`src/rtl/tod_counter.sv`:
```
module tod_counter #(
  parameter int unsigned TICK_DIV    = 50_000_000,
  parameter int unsigned SYNC_STAGES = 2
) (
  input  logic       clk,
  input  logic       rst,
  input  logic [3:0] set_btn,
  output logic [3:0] sec_ones,
  output logic [3:0] sec_tens,
  output logic [3:0] min_ones,
  output logic [3:0] min_tens,
  output logic [3:0] hr_ones,
  output logic [3:0] hr_tens
);

  localparam int unsigned DIV_W = (TICK_DIV > 2) ? $clog2(TICK_DIV) : 1;
  localparam logic [DIV_W-1:0] DIV_LAST = DIV_W'(TICK_DIV - 1);

  function automatic logic [7:0] to_bcd(input logic [5:0] v);
    logic [5:0] t;
    t = v / 6'd10;
    return {t[3:0], 4'(v - t * 6'd10)};
  endfunction

  logic [DIV_W-1:0] div_q;
  logic             tick;

  assign tick = (div_q == DIV_LAST);

  always_ff @(posedge clk or posedge rst) begin
    if (rst)       div_q <= '0;
    else if (tick) div_q <= '0;
    else           div_q <= div_q + 1'b1;
  end

  logic [3:0] sync_q [SYNC_STAGES];
  logic [3:0] prev_q;
  logic [3:0] rise;
  logic [3:0] grant;

  always_ff @(posedge clk or posedge rst) begin
    if (rst) begin
      for (int i = 0; i < SYNC_STAGES; i++) sync_q[i] <= '0;
      prev_q <= '0;
    end else begin
      sync_q[0] <= set_btn;
      for (int i = 1; i < SYNC_STAGES; i++) sync_q[i] <= sync_q[i-1];
      prev_q <= sync_q[SYNC_STAGES-1];
    end
  end

  assign rise  = sync_q[SYNC_STAGES-1] & ~prev_q;
  assign grant = rise & (~rise + 4'd1);

  logic [3:0] add_min;
  logic [3:0] add_hr;

  assign add_min = grant[0] ? 4'd1 : (grant[1] ? 4'd10 : 4'd0);
  assign add_hr  = grant[2] ? 4'd1 : (grant[3] ? 4'd10 : 4'd0);

  logic [5:0] ss_q, mm_q;
  logic [4:0] hh_q;
  logic [6:0] s_sum, m_sum;
  logic [5:0] h_sum;
  logic       s_wrap, m_wrap, h_wrap;
  logic [5:0] s_nxt, m_nxt;
  logic [4:0] h_nxt;

  assign s_sum  = {1'b0, ss_q} + {6'd0, tick};
  assign s_wrap = (s_sum >= 7'd60);
  assign s_nxt  = s_wrap ? 6'(s_sum - 7'd60) : s_sum[5:0];

  assign m_sum  = {1'b0, mm_q} + {6'd0, s_wrap} + {3'd0, add_min};
  assign m_wrap = (m_sum >= 7'd60);
  assign m_nxt  = m_wrap ? 6'(m_sum - 7'd60) : m_sum[5:0];

  assign h_sum  = {1'b0, hh_q} + {5'd0, m_wrap} + {2'd0, add_hr};
  assign h_wrap = (h_sum >= 6'd24);
  assign h_nxt  = h_wrap ? 5'(h_sum - 6'd24) : h_sum[4:0];

  logic [7:0] s_bcd, m_bcd, h_bcd;

  assign s_bcd = to_bcd(s_nxt);
  assign m_bcd = to_bcd(m_nxt);
  assign h_bcd = to_bcd({1'b0, h_nxt});

  always_ff @(posedge clk or posedge rst) begin
    if (rst) begin
      ss_q <= '0;
      mm_q <= '0;
      hh_q <= '0;
      {sec_tens, sec_ones} <= '0;
      {min_tens, min_ones} <= '0;
      {hr_tens,  hr_ones}  <= '0;
    end else begin
      ss_q <= s_nxt;
      mm_q <= m_nxt;
      hh_q <= h_nxt;
      {sec_tens, sec_ones} <= s_bcd;
      {min_tens, min_ones} <= m_bcd;
      {hr_tens,  hr_ones}  <= h_bcd;
    end
  end

endmodule

```
`config.mk`:
```
export PLATFORM = sky130hd
export DESIGN_NAME = tod_counter
export DESIGN_NICKNAME = d
export VERILOG_FILES = /design/src/rtl/tod_counter.sv
export SDC_FILE = /design/constraint.sdc
export NUM_CORES = 1
export LEC_CHECK = 0
export ABC_AREA = 1
export BUFFER_PORTS_ARGS = -buffer_cell sky130_fd_sc_hd__buf_2
export CAP_MARGIN = 20
export CORE_MARGIN = 2
export CORE_UTILIZATION = 40
export DETAILED_ROUTE_END_ITERATION = 8
export PLACE_DENSITY_LB_ADDON = 0.2
export SLEW_MARGIN = 20
export SYNTH_ARGS = -nofsm -noshare
export SYNTH_HDL_FRONTEND = slang
export SYNTH_SLANG_ARGS = --single-unit
```
`constraint.sdc`:
```
create_clock -name clk -period 9.7 [get_ports clk]
set_clock_uncertainty 0.2 [all_clocks]
set_input_delay 1.455 -clock clk [delete_from_list [all_inputs] [get_ports clk]]
set_output_delay 1.455 -clock clk [all_outputs]
set_load 0.03 [all_outputs]
```
==> flow_metrics.py, run 1 <==
metrics = {
    "status": {
        "status": "finished clean",
    },
    "grt": {
        "grt_usage": 0.151,
        "antenna_found_initial": 0,
        "grt_pass1_vias": 2749,
        "overflow": 0,
        "grt_pass1_wl_mm": 12.4,
        "grt_max_degree": 73,
    },
    "critical_path": {
        "ff2ff_path_depth": 43,
        "slowest_stage": "fa_1",
        "cp.arrival_ns": 8.34,
        "cp-end-kind": "register",
        "path_max_fanout": 11,
        "worstSetupPathType": "reg2reg",
        "critPathRequiredTime_ns": 9.73,
        "startpoint_type": "register",
        "cp_slowest_stage_delay_ns": 0.48,
        "path_common_cell": "nand2_1",
    },
    "floorplan": {
        "fp.dieW_um": 102,
        "ios": 30,
        "start_util": 0.416,
        "die_area_um2": 10500,
        "core_um2": 9330,
        "num_rows": 35,
        "die_h_um": 102,
    },
    "synth": {
        "yosys_warnings": 0,
        "ys_seq_area_frac": 0.465,
        "synth_seq_cells": 72,
        "yosys.area.top_type": "dfrtp_1",
        "synth_commonest_cells": "nand2_1, inv_1, dfrtp_1, nor2_1, nand3_1",
        "netlist_area_um2": 3880,
        "synth_area_leaders": "dfrtp_1, nand2_1, inv_1, ha_1, nor2_1",
        "synth.avg_cell_area_um2": 8.77,
        "syn-instance-count": 442,
        "async_flop_share": 1.00,
        "ys_types": 42,
        "synth_most_common_cell": "nand2_1",
        "synth_ff_type": "dfrtp_1",
        "synth_edf_count": 0,
        "synth.top_cell.area_share": 0.465,
    },
    "drt": {
        "wl_per_cell_um": 11.3,
        "via_count": 2848,
        "route.detailed.drc": 0,
        "drtAntennaViolNets": 0,
        "drt-total-wl_mm": 6.89,
        "first_pass_iters": 4,
        "drt_first_iter_violations": 59,
        "vias_per_cell": 4.68,
    },
    "cts": {
        "cts_made_buffers": 9,
        "post_cts_buffers": 0,
        "path_clk_slew_ns": 0.08,
        "cts_htree_levels": 3,
        "clockBufferDepth": 2,
        "root_buffer": "clkbuf_8",
        "clk_latency_ns": 0.35,
        "ctsHoldBuffers": 0,
        "cts.sinks": 72,
        "cts_resized": 0,
        "tritoncts": "built",
    },
    "hold_path": {
        "hold_class": "reg2reg",
        "hold_depth": 0,
    },
    "timing": {
        "setup_viol_count_final": 0,
        "relSlewSlack": 0.431,
        "maxSlewViolCount": 0,
        "setup_tns_ns": 0,
        "worst_slew_pin_slew_ns": 0.853,
        "rsz0062_at_grt": "no",
        "hold_viol": 0,
        "fin_crit_sh": 0.857,
        "period_minus_slack_ns": 8.31,
        "max_clock_freq_mhz": 120,
    },
    "placed_design": {
        "port_buffers": 25,
        "dp_hpwl_mm": 5.17,
        "place_congestion": 0.890,
    },
    "pwr": {
        "peakVddDrop_uv": 146,
        "power_leakage_nw": 2.29,
        "fin_total_pwr_mw": 1.07,
        "powerDensity_nw_per_um2": 248,
    },
    "job": {
        "maxCapViolations": 0,
    },
    "final_layout": {
        "drive_gt1_frac": 0.163,
        "nets": 502,
        "syn_to_final_growth_pct": 11.1,
        "diodes": 0,
    },
}
kinds of logic (layout without fill, tap and decap cells):
group	Yosys count	after routing	synth area share
AOI/OAI and AO/OA	33	33	0.0529
xor gates and xnor gates	12	12	0.0291
adders and majority gates	22	22	0.0846
buffers and inverters	90	124	0.0939
DFF	72	72	0.465
other	1	4	0.000967
and+or+nand+nor	212	212	0.274
through the flow:
step	area, um2	hold WS (ns)	instances	setup WS, ns	utilization
3_5_place_dp	4130	0.135	592	1.36	0.442
5_1_grt	4310	0.161	608	0.467	0.462
6_report	4310	0.150	608	1.39	0.462
2_1_floorplan	3890	0.131	445	2.56	-
4_1_cts	4310	0.150	608	1.32	0.462
3_3_place_gp	4130	0.133	592	1.74	0.442
flip-flops by register name, summed over array words and instances (netlist names):
| signal | flops |
|---|---|
| hr_ones | 4 |
| min_ones | 4 |
| min_tens | 3 |
| div_q | 26 |
| ss_q | 6 |
| hh_q | 4 |
| sec_tens | 3 |
| mm_q | 5 |
| hr_tens | 2 |
| sec_ones | 3 |
| prev_q | 4 |
| sync_q | 8 |
power by group:
part / switching (mW) / internal (mW) / total (mW)
Sequential: 0.0248 / 0.352 / 0.377
Clock: 0.119 / 0.102 / 0.220
Combinational: 0.308 / 0.163 / 0.471
critical path: cells and delay by family, from the launching register on:
| family | cells | cell delay, ns |
|---|---|---|
| AO/OA/AOI/OAI | 2 | 0.36 |
| XOR/XNOR | 4 | 0.79 |
| adder cells (fa/ha/maj) | 12 | 3.42 |
| buffers and inverters | 6 | 0.68 |
| flip-flops | 1 | 0.40 |
| AND/OR/NAND/NOR | 19 | 2.35 |
routing by layer:
layer  track usage  up-vias  wire length (um)
li1              -     1467                 -
met1         0.211     1319              3440
met2         0.227       55              3030
met3        0.0342        7               312
met4        0.0656        0               110
met5             0        -                 0
final timing paths:
kind,startpoint,to,slack (ns)
max,div_q[0],hr_ones[3],1.39
min,sync_q[7],sync_q[3],0.15
max reg2reg,div_q[0],hr_ones[3],1.39
min reg2reg,sync_q[7],sync_q[3],0.15
max in group asynchronous,rst,prev_q[1],7.59
min in group asynchronous,rst,div_q[9],1.16
final cells by class:
| type | instances | area, um2 |
|---|---|---|
| inverters | 82 | 308 |
| flip-flops and latches | 72 | 1800 |
| clock buffers | 11 | 141 |
| well taps | 129 | 161 |
| multi-input cells | 283 | 1720 |
| clock inverters | 5 | 41.3 |
| fillers | 923 | 5020 |
| repair buffers | 26 | 133 |
cell usage in the layout (no fill, tap or decap), drive strengths merged, types with 2 or more instances in the layout:
| cell | count |
|---|---|
| nor3 | 10 |
| o21ai | 14 |
| clkbuf | 11 |
| a21o | 3 |
| a211oi | 2 |
| nand2 | 91 |
| dfrtp | 72 |
| nor2 | 45 |
| nor3b | 3 |
| ha | 15 |
| nand3b | 4 |
| nor4 | 6 |
| xnor2 | 5 |
| clkinvlp | 2 |
| fa | 7 |
| conb | 4 |
| a21oi | 10 |
| inv | 82 |
| nand3 | 33 |
| clkinv | 3 |
| nand4 | 17 |
| buf | 26 |
| xor2 | 7 |
Power figures use the tool's default switching activity.
==> run 2: changes to the inputs <==
==> constraint.sdc (replaced) <==
create_clock -name clk -period 8.85 [get_ports clk]
set_clock_uncertainty 0.2 [all_clocks]
set_input_delay 1.3275 -clock clk [delete_from_list [all_inputs] [get_ports clk]]
set_output_delay 1.3275 -clock clk [all_outputs]
set_load 0.03 [all_outputs]
==> run 2 against run 1 <==
Effect of this change: die area unchanged; sequential power increased by 9.8%; sequential share of layout area decreased by 0.34 points; critical path depth unchanged; power increased by 12%; count of clock-buffer cells in the layout decreased by 2.
==> flow_metrics.py, run 2 (synthesized netlist as in run 1, its figures left out) <==
metrics = {
    "status": {
        "status": "finished clean",
    },
    "timing": {
        "hold_viol": 0,
        "period_minus_slack_ns": 7.92,
        "setup_tns_ns": 0,
        "fin_crit_sh": 0.895,
        "max_clock_freq_mhz": 126,
        "worst_slew_pin_slew_ns": 0.858,
        "finalWorstSetupSlack_ns": 0.929,
        "setup_viol_count_final": 0,
        "relSlewSlack": 0.428,
        "maxSlewViolCount": 0,
        "fin_hold_ws_ns": 0.152,
    },
    "floorplan": {
        "die_h_um": 102,
        "ios": 30,
        "fp.dieW_um": 102,
        "num_rows": 35,
        "core_um2": 9330,
        "die_area_um2": 10500,
        "start_util": 0.416,
    },
    "pwr": {
        "p_int_mw": 0.697,
        "net-switching-power_mw": 0.496,
        "peakVddDrop_uv": 181,
        "fin_total_pwr_mw": 1.19,
        "swShare": 0.416,
        "comb_power_share": 0.430,
        "powerDensity_nw_per_um2": 275,
        "power_leakage_nw": 2.30,
        "p_clk_frac": 0.223,
        "pwr-share-seq": 0.347,
    },
    "placed_design": {
        "place_congestion": 0.890,
        "dpl_worst_slack_ns": 0.570,
        "port_buffers": 25,
        "dp_hpwl_mm": 5.07,
        "dp.cells": 592,
    },
    "cts": {
        "path_clk_slew_ns": 0.08,
        "clockBufferDepth": 2,
        "tritoncts": "built",
        "cts_made_buffers": 9,
        "cts.sinks": 72,
        "cts_resized": 0,
        "clk_latency_ns": 0.35,
        "cts_htree_levels": 3,
        "root_buffer": "clkbuf_8",
    },
    "critical_path": {
        "cp-end-kind": "register",
        "slowest_stage": "fa_1",
        "startpoint_type": "register",
        "worstSetupPathType": "reg2reg",
        "cp.arrival_ns": 7.98,
        "path_common_cell": "nand2_1",
        "critPathRequiredTime_ns": 8.91,
        "cp_slowest_stage_delay_ns": 0.48,
        "path_max_fanout": 8,
    },
    "final_layout": {
        "stdcell_count": 610,
        "nets": 504,
        "mostFrequentLayoutCells": "nand2_1, inv_1, dfrtp_1, nor2_1, nand3_1",
        "largest_register_ffs": 26,
        "diodes": 0,
        "drive_gt1_frac": 0.168,
        "final_common_cell": "nand2_1",
        "top_register": "div_q",
        "syn_to_final_growth_pct": 12.0,
        "top_regs": "div_q x26, sync_q x8, ss_q x6",
    },
    "grt": {
        "grt_pass1_wl_mm": 12.5,
        "overflow": 0,
        "grt_pass1_vias": 2765,
        "grt_usage": 0.151,
        "antenna_found_initial": 0,
        "grt_max_degree": 73,
    },
    "drt": {
        "vias_per_cell": 4.62,
        "first_pass_iters": 4,
        "via_count": 2820,
        "highest_layer": "met4",
        "wl_per_cell_um": 11.1,
        "wl_met1_mm": 3.38,
        "dr_wl_met3_um": 266,
        "dr_wl_met2_mm": 3.03,
        "drtAntennaViolNets": 0,
        "drt_first_iter_violations": 97,
        "route.detailed.drc": 0,
        "drt-total-wl_mm": 6.77,
    },
    "job": {
        "maxCapViolations": 0,
    },
    "hold_path": {
        "hold_class": "reg2reg",
    },
}
run 2: metrics by stage:
| step | instance area (um2) | utilization |
|---|---|---|
| after floorplan | 3890 | - |
| after global placement | 4130 | 0.442 |
| after detailed placement | 4130 | 0.442 |
| after CTS | 4330 | 0.464 |
| after global routing | 4340 | 0.466 |
| final | 4340 | 0.466 |
run 2: final timing paths:
path	slack (ns)	startpoint	cells after the start	endpoint
worst max-delay path	0.93	div_q[0]	43	hr_ones[3]
worst min-delay path	0.15	sync_q[5]	0	sync_q[1]
worst max register to register	0.93	div_q[0]	43	hr_ones[3]
worst min register to register	0.15	sync_q[5]	0	sync_q[1]
max in group asynchronous	6.86	rst	3	min_tens[2]
min in group asynchronous	1.04	rst	3	div_q[4]
run 2: power groups by stage:
stage	Clock (mW)	Combinational, mW	Sequential (mW)
4_1_cts	0.277	0.521	0.415
6_report	0.267	0.513	0.414
3_5_place_dp	0	0.518	0.420
2_1_floorplan	0	0.375	0.462
3_3_place_gp	0	0.501	0.422
5_1_grt	0.294	0.598	0.421
run 2: cell type report:
cell class,instances,area (um2)
inverters,82,308
clock buffers,9,124
fillers,916,4980
multi-input cells,283,1720
flip-flops and latches,72,1800
repair buffers,28,148
clock inverters,7,78.8
well taps,129,161
run 2: routing by layer:
metal | track usage | vias to the layer above
met4 | 0.0605 | 0
met5 | 0 | -
li1 | - | 1473
met2 | 0.236 | 47
met1 | 0.205 | 1294
met3 | 0.0356 | 6
run 2: repair_timing:
item	4_1_cts	5_1_grt
hold buffers	0	0
buffers inserted	0	2
endpoints found under the setup margin	0	2
run 2: critical path, delay by kind of cell (launching register included):
kind | cells | cell delay, ns
flip-flops | 1 | 0.40
AO/OA/AOI/OAI | 2 | 0.35
AND/OR/NAND/NOR | 19 | 2.06
adder cells (fa/ha/maj) | 12 | 3.40
XOR/XNOR | 4 | 0.87
buffers and inverters | 6 | 0.56
==> run 3: changes to the inputs <==
--- a/config.mk
+++ b/config.mk
@@ -9,7 +9,7 @@
 export BUFFER_PORTS_ARGS = -buffer_cell sky130_fd_sc_hd__buf_2
 export CAP_MARGIN = 20
 export CORE_MARGIN = 2
-export CORE_UTILIZATION = 40
+export CORE_UTILIZATION = 43
 export DETAILED_ROUTE_END_ITERATION = 8
 export PLACE_DENSITY_LB_ADDON = 0.2
 export SLEW_MARGIN = 20
==> run 3 against run 2 <==
Effect of this change: routed wire length grew 0.55%; count of clock-buffer cells in the layout is the same; clock power shrank 7.5%; critical endpoint unchanged; largest cell class unchanged.
==> flow_metrics.py, run 3 (synthesized netlist as in run 1, its figures left out) <==
metrics = {
    "timing": {
        "setup_viol_count_final": 0,
        "fin_crit_sh": 0.907,
        "maxSlewViolCount": 0,
        "relSlewSlack": 0.414,
        "hold_viol": 0,
        "period_minus_slack_ns": 8.02,
        "worst_slew_pin_slew_ns": 0.879,
        "max_clock_freq_mhz": 125,
        "rsz0062_at_grt": "no",
        "setup_tns_ns": 0,
    },
    "critical_path": {
        "startpoint_type": "register",
        "path_common_cell": "nand2_1",
        "cp_slowest_stage_delay_ns": 0.47,
        "cpLargestDelayFamily": "adder cells",
        "cp-end-kind": "register",
        "slowest_stage": "fa_1",
        "path_max_fanout": 8,
        "critPathRequiredTime_ns": 8.88,
        "worstSetupPathType": "reg2reg",
        "worst-path-buf-inv": 6,
        "cp.arrival_ns": 8.06,
    },
    "grt": {
        "overflow": 0,
        "antenna_found_initial": 0,
        "grt_max_degree": 73,
        "grt_pass1_vias": 2849,
        "grt_pass1_wl_mm": 12.7,
        "grt_usage": 0.159,
    },
    "final_layout": {
        "nets": 504,
        "diodes": 0,
        "largest_register_ffs": 26,
        "final_common_cell": "nand2_1",
        "top_register": "div_q",
        "finalInstanceArea_um2": 4300,
        "syn_to_final_growth_pct": 10.9,
        "drive_gt1_frac": 0.167,
        "top_regs": "div_q x26, sync_q x8, ss_q x6",
        "mostFrequentLayoutCells": "nand2_1, inv_1, dfrtp_1, nor2_1, nand3_1",
        "final_util": 0.493,
    },
    "pwr": {
        "swShare": 0.410,
        "peakVddDrop_uv": 170,
        "p_int_mw": 0.690,
        "pwr-share-seq": 0.354,
        "p_clk_frac": 0.212,
        "power_leakage_nw": 2.30,
        "powerDensity_nw_per_um2": 272,
        "net-switching-power_mw": 0.479,
        "comb_power_share": 0.434,
    },
    "floorplan": {
        "start_util": 0.444,
        "num_rows": 34,
        "die_area_um2": 9790,
        "core_um2": 8720,
        "ios": 30,
        "fp.dieW_um": 98.9,
        "die_h_um": 98.9,
    },
    "placed_design": {
        "dp_hpwl_mm": 5.03,
        "place_congestion": 0.843,
        "port_buffers": 25,
        "place_area_um2": 4100,
    },
    "job": {
        "maxCapViolations": 0,
    },
    "cts": {
        "clk_latency_ns": 0.34,
        "cts_htree_levels": 3,
        "tritoncts": "built",
        "path_clk_slew_ns": 0.08,
        "cts.sinks": 72,
        "cts_resized": 0,
        "clockBufferDepth": 2,
        "cts_made_buffers": 9,
        "root_buffer": "clkbuf_8",
    },
    "drt": {
        "wl_per_cell_um": 11.6,
        "route.detailed.drc": 0,
        "drtAntennaViolNets": 0,
        "drt_first_iter_violations": 128,
        "vias_per_cell": 4.83,
        "first_pass_iters": 4,
        "drt-total-wl_mm": 6.81,
        "via_count": 2841,
    },
    "status": {
        "status": "finished clean",
    },
    "hold_path": {
        "hold_class": "reg2reg",
    },
}
run 3: cell count changes in the layout (fill, tap and decap cells not counted), sizes merged:
| cell | before | now |
|---|---|---|
| clkinv | 2 | 5 |
| clkinvlp | 3 | 1 |
| inv | 83 | 81 |
run 3: layer usage:
| layer | routed length (um) | vias to the layer above | GRT usage |
|---|---|---|---|
| li1 | - | 1472 | - |
| met1 | 3420 | 1312 | 0.218 |
| met2 | 2980 | 49 | 0.241 |
| met3 | 326 | 8 | 0.0496 |
| met4 | 79 | 0 | 0.0516 |
| met5 | 0 | - | 0 |
run 3: per-stage QoR:
stage          std cells  worst slack [ns]  hold slack (ns)  power, mW
2_1_floorplan        445              1.71            0.131      0.837
3_3_place_gp         571             0.897            0.132      0.922
3_5_place_dp         571             0.568            0.135      0.933
4_1_cts              586             0.557            0.145       1.19
5_1_grt              588             0.166            0.153       1.27
6_report             588             0.826            0.145       1.17
run 3: layout make-up:
type | instances | area, um2
repair buffers | 28 | 148
clock buffers | 9 | 124
inverters | 82 | 308
clock inverters | 6 | 61.3
fillers | 819 | 4420
flip-flops and latches | 72 | 1800
multi-input cells | 283 | 1720
well taps | 108 | 135
run 3: power groups by stage:
stage	Sequential, mW	Clock (mW)	Combinational, mW
after floorplan	0.462	0	0.375
after global placement	0.421	0	0.501
after detailed placement	0.420	0	0.513
after CTS	0.415	0.257	0.516
after global routing	0.422	0.272	0.580
final	0.414	0.247	0.508
run 3: final timing paths:
path	start	slack [ns]	end	cells after the start
min in group asynchronous	rst	1.04	ss_q[0]	3
max reg2reg	div_q[0]	0.83	hr_ones[3]	43
max in group asynchronous	rst	6.84	hh_q[2]	3
min reg2reg	sync_q[7]	0.14	sync_q[3]	0
min	sync_q[7]	0.14	sync_q[3]	0
max	div_q[0]	0.83	hr_ones[3]	43
run 3: timing repair:
action | CTS | global route
hold buffers | 0 | 0
buffers inserted | 0 | 2
setup endpoints to repair | 0 | 2
